===== src/rtl/chgacc_pkg.sv =====
package chgacc_pkg;
    typedef enum logic [1:0] {
        ST_RUN   = 2'd0,
        ST_SLEEP = 2'd1,
        ST_FULL  = 2'd2
    } acc_state_t;
endpackage


===== src/rtl/chgacc_ctrl.sv =====
module chgacc_ctrl
    import chgacc_pkg::*;
(
    input  logic       clk,
    input  logic       rst_n,
    input  logic       shutdown,
    input  logic       cc_mode,
    input  logic       cc_in,
    output acc_state_t state,
    output logic       run,
    output logic       force_full
);
    acc_state_t state_nx;
    logic       full_req;

    assign full_req = cc_mode & cc_in;

    always_comb begin
        // GO_FULL has priority over GO_SLEEP, otherwise GO_RUN; STAY when unchanged
        if (full_req)      state_nx = ST_FULL;
        else if (shutdown) state_nx = ST_SLEEP;
        else               state_nx = ST_RUN;
    end

    always_ff @(posedge clk) begin
        if (!rst_n) state <= ST_RUN;
        else        state <= state_nx;
    end

    always_comb begin
        run        = 1'b0;
        force_full = 1'b0;
        unique case (state)
            ST_RUN:   run        = 1'b1;
            ST_SLEEP: run        = 1'b0;
            ST_FULL:  force_full = 1'b1;
            default:  run        = 1'b0;
        endcase
    end


    cc_enter_chk: assert property (@(posedge clk) disable iff (!rst_n)
        (cc_mode && cc_in) |=> (state == ST_FULL));

    sleep_enter_chk: assert property (@(posedge clk) disable iff (!rst_n)
        (shutdown && !(cc_mode && cc_in)) |=> (state == ST_SLEEP));
endmodule


===== src/rtl/chgacc_prescaler.sv =====
module chgacc_prescaler #(
    parameter int CODE_W = 3
) (
    input  logic              clk,
    input  logic              rst_n,
    input  logic              run,
    input  logic              clear,
    input  logic              wr_code_en,
    input  logic [CODE_W-1:0] wr_code,
    input  logic              tick_up,
    input  logic              tick_dn,
    output logic              step_up,
    output logic              step_dn
);
    localparam int PW = (1 << CODE_W) - 1;

    logic [CODE_W-1:0] code;
    logic [PW-1:0]     resid, resid_nx, lim;
    logic              kill;

    // limit M-1 as a thermometer mask of 'code' ones
    always_comb begin
        for (int i = 0; i < PW; i++) begin
            lim[i] = (CODE_W'(i) < code);
        end
    end

    assign kill = clear | wr_code_en | ~run;

    always_comb begin
        resid_nx = resid;
        step_up  = 1'b0;
        step_dn  = 1'b0;
        if (kill) begin
            resid_nx = '0;
        end else if (tick_up ^ tick_dn) begin
            if (tick_up) begin
                if (resid >= lim) begin
                    resid_nx = '0;
                    step_up  = 1'b1;
                end else begin
                    resid_nx = resid + 1'b1;
                end
            end else begin
                if (resid == '0) begin
                    resid_nx = lim;
                    step_dn  = 1'b1;
                end else begin
                    resid_nx = resid - 1'b1;
                end
            end
        end
    end

    always_ff @(posedge clk) begin
        if (!rst_n) begin
            code  <= '1;
            resid <= '0;
        end else begin
            if (wr_code_en) code <= wr_code;
            resid <= resid_nx;
        end
    end


    residue_clear_chk: assert property (@(posedge clk) disable iff (!rst_n)
        kill |=> (resid == '0));

    cancel_chk: assert property (@(posedge clk) disable iff (!rst_n)
        (!kill && tick_up && tick_dn) |=> $stable(resid));

    wrap_up_chk: assert property (@(posedge clk) disable iff (!rst_n)
        step_up |=> (resid == '0));
endmodule


===== src/rtl/chgacc_counter.sv =====
module chgacc_counter #(
    parameter int W = 16
) (
    input  logic         clk,
    input  logic         rst_n,
    input  logic         wr_cnt_en,
    input  logic         wr_hi_en,
    input  logic         wr_lo_en,
    input  logic [W-1:0] wr_data,
    input  logic         force_full,
    input  logic         step_up,
    input  logic         step_dn,
    output logic [W-1:0] count,
    output logic         alert_hi,
    output logic         alert_lo,
    output logic         sat_flag
);
    localparam logic [W-1:0] CMAX = '1;
    localparam logic [W-1:0] CMIN = '0;
    localparam logic [W-1:0] CMID = CMAX >> 1;

    logic [W-1:0] cnt_nx, thr_hi, thr_lo;
    logic         blocked;

    always_comb begin
        cnt_nx  = count;
        blocked = 1'b0;
        if (wr_cnt_en) begin
            cnt_nx = wr_data;
        end else if (force_full) begin
            cnt_nx = CMAX;
        end else if (step_up) begin
            if (count == CMAX) blocked = 1'b1;
            else               cnt_nx  = count + 1'b1;
        end else if (step_dn) begin
            if (count == CMIN) blocked = 1'b1;
            else               cnt_nx  = count - 1'b1;
        end
    end

    always_ff @(posedge clk) begin
        if (!rst_n) begin
            count    <= CMID;
            thr_hi   <= CMAX;
            thr_lo   <= CMIN;
            sat_flag <= 1'b0;
        end else begin
            count    <= cnt_nx;
            sat_flag <= blocked;
            if (wr_hi_en) thr_hi <= wr_data;
            if (wr_lo_en) thr_lo <= wr_data;
        end
    end

    assign alert_hi = (count > thr_hi);
    assign alert_lo = (count < thr_lo);


    write_chk: assert property (@(posedge clk) disable iff (!rst_n)
        wr_cnt_en |=> (count == $past(wr_data)));

    sat_top_chk: assert property (@(posedge clk) disable iff (!rst_n)
        (!wr_cnt_en && !force_full && step_up && count == CMAX) |=> (count == CMAX && sat_flag));

    sat_bot_chk: assert property (@(posedge clk) disable iff (!rst_n)
        (!wr_cnt_en && !force_full && step_dn && count == CMIN) |=> (count == CMIN && sat_flag));

    force_chk: assert property (@(posedge clk) disable iff (!rst_n)
        (!wr_cnt_en && force_full) |=> (count == CMAX));

    step_one_chk: assert property (@(posedge clk) disable iff (!rst_n)
        (!wr_cnt_en && !force_full) |=>
            (count == $past(count) || count == $past(count) + 1'b1 || count == $past(count) - 1'b1));
endmodule


===== src/rtl/chg_accum.sv =====
module chg_accum
    import chgacc_pkg::*;
#(
    parameter int W      = 16,
    parameter int CODE_W = 3
) (
    input  logic         clk,
    input  logic         rst_n,
    input  logic         tick_chg,
    input  logic         tick_dis,
    input  logic         shutdown,
    input  logic         cc_mode,
    input  logic         cc_in,
    input  logic         wr_code_en,
    input  logic         wr_cnt_en,
    input  logic         wr_hi_en,
    input  logic         wr_lo_en,
    input  logic [W-1:0] wr_data,
    output logic [W-1:0] count,
    output logic         alert_hi,
    output logic         alert_lo,
    output logic         sat_flag
);
    acc_state_t state;
    logic       run, force_full, step_up, step_dn;

    chgacc_ctrl u_ctrl (
        .clk        (clk),
        .rst_n      (rst_n),
        .shutdown   (shutdown),
        .cc_mode    (cc_mode),
        .cc_in      (cc_in),
        .state      (state),
        .run        (run),
        .force_full (force_full)
    );

    chgacc_prescaler #(.CODE_W(CODE_W)) u_pscl (
        .clk        (clk),
        .rst_n      (rst_n),
        .run        (run),
        .clear      (wr_cnt_en),
        .wr_code_en (wr_code_en),
        .wr_code    (wr_data[CODE_W-1:0]),
        .tick_up    (tick_chg),
        .tick_dn    (tick_dis),
        .step_up    (step_up),
        .step_dn    (step_dn)
    );

    chgacc_counter #(.W(W)) u_cnt (
        .clk        (clk),
        .rst_n      (rst_n),
        .wr_cnt_en  (wr_cnt_en),
        .wr_hi_en   (wr_hi_en),
        .wr_lo_en   (wr_lo_en),
        .wr_data    (wr_data),
        .force_full (force_full),
        .step_up    (step_up),
        .step_dn    (step_dn),
        .count      (count),
        .alert_hi   (alert_hi),
        .alert_lo   (alert_lo),
        .sat_flag   (sat_flag)
    );


    full_ignores_ticks_chk: assert property (@(posedge clk) disable iff (!rst_n)
        (state == ST_FULL) |-> (!step_up && !step_dn));
endmodule


===== config.mk =====
export PLATFORM = sky130hd
export DESIGN_NAME = chg_accum
export DESIGN_NICKNAME = d
export VERILOG_FILES = /design/src/rtl/chgacc_pkg.sv /design/src/rtl/chgacc_ctrl.sv /design/src/rtl/chgacc_prescaler.sv /design/src/rtl/chgacc_counter.sv /design/src/rtl/chg_accum.sv
export SDC_FILE = /design/constraint.sdc
export NUM_CORES = 1
export LEC_CHECK = 0
export BUFFER_PORTS_ARGS = -buffer_cell sky130_fd_sc_hd__buf_4
export CAP_MARGIN = 30
export CORE_ASPECT_RATIO = 1.4
export CORE_MARGIN = 2
export CORE_UTILIZATION = 35
export DETAILED_ROUTE_END_ITERATION = 6
export MAX_ROUTING_LAYER = met4
export PLACE_DENSITY = 0.57
export RECOVER_POWER = 50
export SLEW_MARGIN = 40
export SYNTH_ARGS = -nofsm -noshare
export SYNTH_HDL_FRONTEND = slang
export SYNTH_HIERARCHICAL = 1
export SYNTH_SLANG_ARGS = --single-unit

===== constraint.sdc =====
create_clock -name clk -period 6.1 [get_ports clk]
set_input_delay 1.83 -clock clk [delete_from_list [all_inputs] [get_ports clk]]
set_output_delay 1.83 -clock clk [all_outputs]
set_load 0.01 [all_outputs]

==> results of run 1 <==
power by group through the flow:
stage / registers (uW) / logic [uW] / clock network [uW]
floorplan: 458 / 203 / 0
CTS: 461 / 296 / 660
global placement: 469 / 290 / 0
detailed placement: 469 / 294 / 0
finish: 460 / 292 / 645
global route: 464 / 328 / 679
through the flow:
stage          util [%]  hold slack [ns]  total power (uW)
2_1_floorplan         -           0.4458             661.5
3_3_place_gp      38.99           0.4657             758.7
3_5_place_dp      38.99           0.4708             763.0
4_1_cts           41.91           0.4855              1416
5_1_grt           41.61           0.5119              1471
6_report          41.61           0.4859              1397
worst reg2reg max path: stages, from the launching register on:
cell and delay [ns]:
dfxtp_1 0.39, or3_1 0.47, ha_1 0.30, nor2b_1 0.04, o21ai_0 0.37, a31oi_1 0.18
nor3_1 0.62, inv_1 0.46, ha_1 0.46, nor2b_1 0.16, o31a_1 0.30, o21a_1 0.19
or3_1 0.30, a21oi_1 0.17, o311ai_0 0.14
metal layers:
metal / track usage [%] / vias up
met5: - / -
met4: 13.48 / 0
met3: 3.175 / 43
met2: 35.01 / 126
met1: 22.65 / 2036
li1: - / 2145
final cells by class:
| class | count | share of cell area [%] |
|---|---|---|
| clock inverter | 7 | 2.759 |
| clock buffer | 9 | 4.244 |
| sequential | 61 | 23.01 |
| tap | 153 | 3.608 |
| inverter | 47 | 3.325 |
| multi-input combinational | 436 | 57.39 |
| timing repair buffer | 45 | 5.659 |
kinds of logic (layout without fill, tap and decap cells):
kind of cell    count (synthesis)  after routing
buf+inv                        69            108
fa+ha+maj                      55             55
compound gates                161            161
mux                            22             22
flops                          61             61
simple gates                  187            187
xor+xnor                       11             11
cells in the mapped netlist (13+ instances only):
cell type,number
dfxtp_1,61
nand2_1,59
ha_1,54
nor2_1,49
inv_1,46
a21oi_1,33
o211ai_1,26
o21ai_0,23
mux2i_1,22
nor3_1,16
nand3_1,14
a21o_1,13
state kept, by name, summed over array words and instances (netlist names):
| name | flops |
|---|---|
| u_pscl/code | 3 |
| u_cnt/thr_hi | 16 |
| u_cnt/thr_lo | 16 |
| u_cnt/count | 16 |
| u_cnt/sat_flag | 1 |
| u_pscl/resid | 7 |
| u_ctrl/state | 2 |
worst max path at each step:
stage                  start        endpoint  slack [ns]  cells after the start
CTS                 tick_chg  u_cnt/count[8]        1.15                     11
global placement    tick_chg  u_cnt/count[6]        0.92                     11
detailed placement  tick_chg  u_cnt/count[8]        0.80                     11
floorplan           tick_dis  u_cnt/count[6]        1.26                     11
finish              tick_chg  u_cnt/count[6]        1.08                     11
global route        tick_chg  u_cnt/count[6]        0.78                     11
==> results.cfg, run 1 <==
[outcome]
run_status = complete, but fails checks
failing_checks = max-capacitance violations, max-slew violations

[die]
floorplan.core_area_sq_mm = 0.01275
design.portCount = 46
die_y_microns = 139.0
die_w_microns = 100.4
initial_core_utilization_pct = 35.72
num_rows = 49
die-area_sq_mm = 0.01396

[setup_path]
start_to_end_type_of_the_worst_setup_path = in2reg
timing.critical_path.fanout_max = 14
crit_path_leading_delay_family = simple AND/OR/NAND/NOR gates
crit-reg2reg-launch = u_pscl/code[2]
cp-end-kind = flip-flop
rr_endpoint = u_cnt/count[6]
timing.critical_path.required_ns = 6.20
crit_path_max_incr_delay_ns = 0.58
critical_path_arrival_ns = 5.12
cp_slowest_cell = nor3_1
timing.critical_path.buf_inv = 2
worst_setup_path_start_kind = input pin
path_cells = buf_4 -> or2b_2 -> nor3_1 -> inv_1 -> ha_1 -> nor2b_1 -> o31a_1 -> o21a_1 -> or3_1 -> a21oi_1 -> o311ai_0
ff2ff_path_depth = 14
ff2ff_setup_slack_ns = 1.31

[drt]
dr_wl_met3_microns = 570
routed_via_density = 5.739
drt-total-wl_mm = 13.82
number_of_remaining_drc_errors = 0
routed-wl-met2_mm = 7.009
routed-via-count = 4350
count_of_tritonroute_iterations_in_the_first_routing_pass = 4
met1_length_mm = 5.433
wire_per_inst_microns = 18.24
drtAntennaViolNets = 0
first_iter_violations = 178
top_layer = met4

[place]
place_ws_ns = 0.7951
gp_congestion = 0.9272
placedInstanceArea_sq_mm = 0.004972
dpl.hpwl_mm = 10.50
port-buffer-count = 45
placedCellCount = 742

[sta]
max_slew.worst_pin.slew_ns = 1.866
slew_violations = 39
fin_skew_ns = 0.005925
grt_setup_unrepaired = false
timing.slew.headroom_pct = -24.39
post-route-period-util_pct = 82.29
setup_slack_ns = 1.080
clock.fmax_ghz = 0.1992
timing.final.hold_violations = 0
number_of_endpoints_failing_setup_at_the_final_stage = 0
final.min_clock_period_ns = 5.020
setup_total_negative_slack_ns = 0

[final_layout]
regArea_sq_mm = 0.001221
diodes = 0
area_delta_synth_final_pct = 16.48
most-common-layout-cells = dfxtp_1, nand2_1, ha_1
layout.filler_cells = 1321
multi_input_comb_area_sq_mm = 0.003045
fin_area_sq_mm = 0.005306
fin_cells = 758
drive_gt1_share_pct = 11.40
final_common_cell = dfxtp_1
fin_nets = 682

[power]
leakage_power_uw = 0.002284
share_comb_of_total_power_pct = 20.9
ir_drop_mv = 0.1479
power.share.sequential_pct = 32.9
intPower_uw = 992.3
power-per-cell-area_mw_per_mm2 = 263.2
power_switching_share_pct = 28.95
power_switching_uw = 404.2
p_clk_share_pct = 46.2

[worst_hold_path]
min_path_cells = 2
min_path_type = reg2reg
hold_path_startpoint = u_cnt/thr_hi[5]
hold-path-endpoint = u_cnt/thr_hi[5]

[cts]
clock_tree.buffer_depth = 2
worst_setup_hold_path_clk_slew_ns = 0.06
post-cts-setup-buffer-count = 0
cts.sinks = 61
htreeDepth = 3
clk_latency_ns = 0.33
tritoncts = done
cts.root.buffer_cell = clkbuf_16
holdBufCountCts = 0
cts_resizes = 0
numCtsBuffers = 9

[logic_synthesis]
synthFlopType = dfxtp_1
most_area_hungry_cell_type_in_the_yosys_netlist = dfxtp_1
top_cells_by_area_in_the_synthesized_netlist = dfxtp_1, ha_1, nand2_1
synth-edff-count = 0
yosysUniqueCellTypes = 66
synth_xor_area_share_pct = 2.115
netlist_area_sq_mm = 0.004556
avgSynthCellArea_sq_um = 8.049
post_synth_mux_area_share_pct = 4.834
yosys.area_share.adder_pct = 15.27
synth.yosys.warnings = 6
synth_top_area_share_pct = 26.81
asyncSetResetFlopFracSynth_pct = 0
synth.ff_latch_count = 61
syn-instance-count = 566
synth_nets = 648
synth_simple_gate_area_share_pct = 20.13
ys_seq_area_share_pct = 26.81
synth_compound_gate_area_share_pct = 24.50
dominant_combinational_cell_family_by_area_after_synthesis = compound AO/OA/AOI/OAI gates

[run]
cap_viol_max_count = 1

[global_routing]
number_of_antenna_violations_at_the_first_check_in_global_routing = 0
first_global_vias = 4263
grt_max_degree = 39
grt_first_pass_wirelength_mm = 21.98
groute.usage.overall_pct = 20.91
gr-total-overflow = 0
Power figures use the tool's default switching activity.
==> run 2: changes to the inputs <==
==> constraint.sdc (replaced) <==
create_clock -name clk -period 5.02 [get_ports clk]
set_input_delay 1.506 -clock clk [delete_from_list [all_inputs] [get_ports clk]]
set_output_delay 1.506 -clock clk [all_outputs]
set_load 0.01 [all_outputs]
==> results.cfg, run 2 (synthesis results as in run 1) <==
[outcome]
run_status = complete, but fails checks
failing_checks = max-capacitance violations, max-slew violations

[setup_path]
worst_setup_path_start_kind = input pin
timing.critical_path.required_ns = 5.10
cp-end-kind = flip-flop
crit_path_leading_delay_family = simple AND/OR/NAND/NOR gates
ff2ff_path_depth = 14
crit_start = tick_chg
crit-reg2reg-launch = u_pscl/code[2]
crit_path_max_incr_delay_ns = 0.41
path_cells = buf_4 -> or2b_2 -> nor3_1 -> inv_1 -> ha_1 -> nor2b_1 -> o31a_1 -> o21a_1 -> or3_1 -> a21oi_1 -> o311ai_0
crit_path_depth = 11
ff2ff_setup_slack_ns = 0.89
rr_endpoint = u_cnt/count[6]
cp_slowest_cell = ha_1
critical_path_arrival_ns = 4.22
start_to_end_type_of_the_worst_setup_path = in2reg
timing.critical_path.buf_inv = 2
timing.critical_path.fanout_max = 14
critPathCapture = u_cnt/count[6]

[final_layout]
fin_nets = 685
area_delta_synth_final_pct = 16.18
layout.filler_cells = 1340
fin_area_sq_mm = 0.005293
drive_gt1_share_pct = 12.50
most-common-layout-cells = dfxtp_1, nand2_1, ha_1
diodes = 0
biggestRegsByFlops = u_cnt/count: 16 flops, u_cnt/thr_hi: 16 flops, u_cnt/thr_lo: 16 flops
final_common_cell = dfxtp_1

[die]
design.portCount = 46
die_y_microns = 139.0
die-area_sq_mm = 0.01396
num_rows = 49
floorplan.core_area_sq_mm = 0.01275
initial_core_utilization_pct = 35.72
die_w_microns = 100.4

[place]
dpl.hpwl_mm = 10.44
placedInstanceArea_sq_mm = 0.004995
gp_congestion = 0.9142
place_ws_ns = 0.6544
port-buffer-count = 45

[cts]
worst_setup_hold_path_clk_slew_ns = 0.05
htreeDepth = 3
post-cts-setup-buffer-count = 0
holdBufCountCts = 0
clock_tree.buffer_depth = 2
numCtsBuffers = 9
cts.sinks = 61
cts_resizes = 0
clk_latency_ns = 0.33
cts.root.buffer_cell = clkbuf_16
tritoncts = done

[drt]
number_of_remaining_drc_errors = 0
drt-total-wl_mm = 13.81
routed_via_density = 5.696
first_iter_violations = 201
met1_length_mm = 5.547
routed-via-count = 4335
routed-wl-met2_mm = 7.249
top_layer = met4
dr_wl_met3_microns = 500
wire_per_inst_microns = 18.15
drtAntennaViolNets = 0
count_of_tritonroute_iterations_in_the_first_routing_pass = 7

[sta]
timing.slew.headroom_pct = -25.94
setup_total_negative_slack_ns = 0
clock.fmax_ghz = 0.2418
final.min_clock_period_ns = 4.136
fin_skew_ns = 0.004707
post-route-period-util_pct = 82.40
setup_slack_ns = 0.8836
grt_setup_unrepaired = false
slew_violations = 39
worst_hold_check_slack_ns = 0.4831
number_of_endpoints_failing_setup_at_the_final_stage = 0
timing.final.hold_violations = 0
max_slew.worst_pin.slew_ns = 1.889

[global_routing]
gr-total-overflow = 0
grt_first_pass_wirelength_mm = 21.75
grt_max_degree = 39
number_of_antenna_violations_at_the_first_check_in_global_routing = 0
first_global_vias = 4240
groute.usage.overall_pct = 20.66

[power]
leakage_power_uw = 0.002290
ir_drop_mv = 0.1475
power-per-cell-area_mw_per_mm2 = 299.7

[worst_hold_path]
min_path_type = reg2reg

[run]
cap_viol_max_count = 1
==> run 2: changes by cell type in the layout (fill, tap and decap cells not counted) <==
cell	before	now
buf_4	35	43
inv_6	1	0
clkbuf_1	10	6
clkinv_2	0	2
bufinv_16	4	2
==> run 2: tightest hold or removal path, delay by kind of cell, from the launching register on <==
| family | cells | cell delay [ns] |
|---|---|---|
| DFF | 1 | 0.29 |
| AOI/OAI and AO/OA | 1 | 0.07 |
| buffers and inverters | 1 | 0.06 |
==> run 2: worst min-delay path by stage <==
stage	slack, ns	from	endpoint	cells after the start
after floorplan	0.45	u_cnt/thr_hi[0]	u_cnt/thr_hi[0]	2
after global placement	0.46	u_cnt/thr_hi[0]	u_cnt/thr_hi[0]	2
after detailed placement	0.47	u_cnt/thr_hi[0]	u_cnt/thr_hi[0]	2
after CTS	0.49	u_cnt/thr_hi[4]	u_cnt/thr_hi[4]	2
after global routing	0.51	u_cnt/thr_hi[4]	u_cnt/thr_hi[4]	2
final	0.48	u_cnt/thr_hi[4]	u_cnt/thr_hi[4]	2
==> run 2: area by class of cell <==
type	count	area [sq um]	area share [%]
sequential	61	1221	23.07
inverter	47	176.4	3.333
timing repair buffer	48	341.6	6.454
clock inverter	6	87.58	1.655
multi-input combinational	436	3045	57.54
clock buffer	10	229.0	4.326
tap	153	191.4	3.617
==> run 2: where the power goes <==
part | leakage [uW] | switching (uW) | total, uW | internal, uW
Sequential | 0.000505 | 44.3 | 560 | 516
Combinational | 0.00163 | 203 | 358 | 156
Clock | 0.000156 | 234 | 668 | 434
==> run 2: layer usage <==
| metal | track usage [%] | vias to the layer above |
|---|---|---|
| met2 | 36.28 | 118 |
| met1 | 22.38 | 2035 |
| met5 | - | - |
| met3 | 3.478 | 31 |
| li1 | - | 2151 |
| met4 | 9.373 | 0 |
==> run 2: through the flow <==
stage	instances	util (%)	power [uW]
floorplan	566	-	803.8
global placement	745	39.17	922.7
detailed placement	745	39.17	927.2
CTS	761	41.65	1601
global route	761	41.50	1671
finish	761	41.50	1586
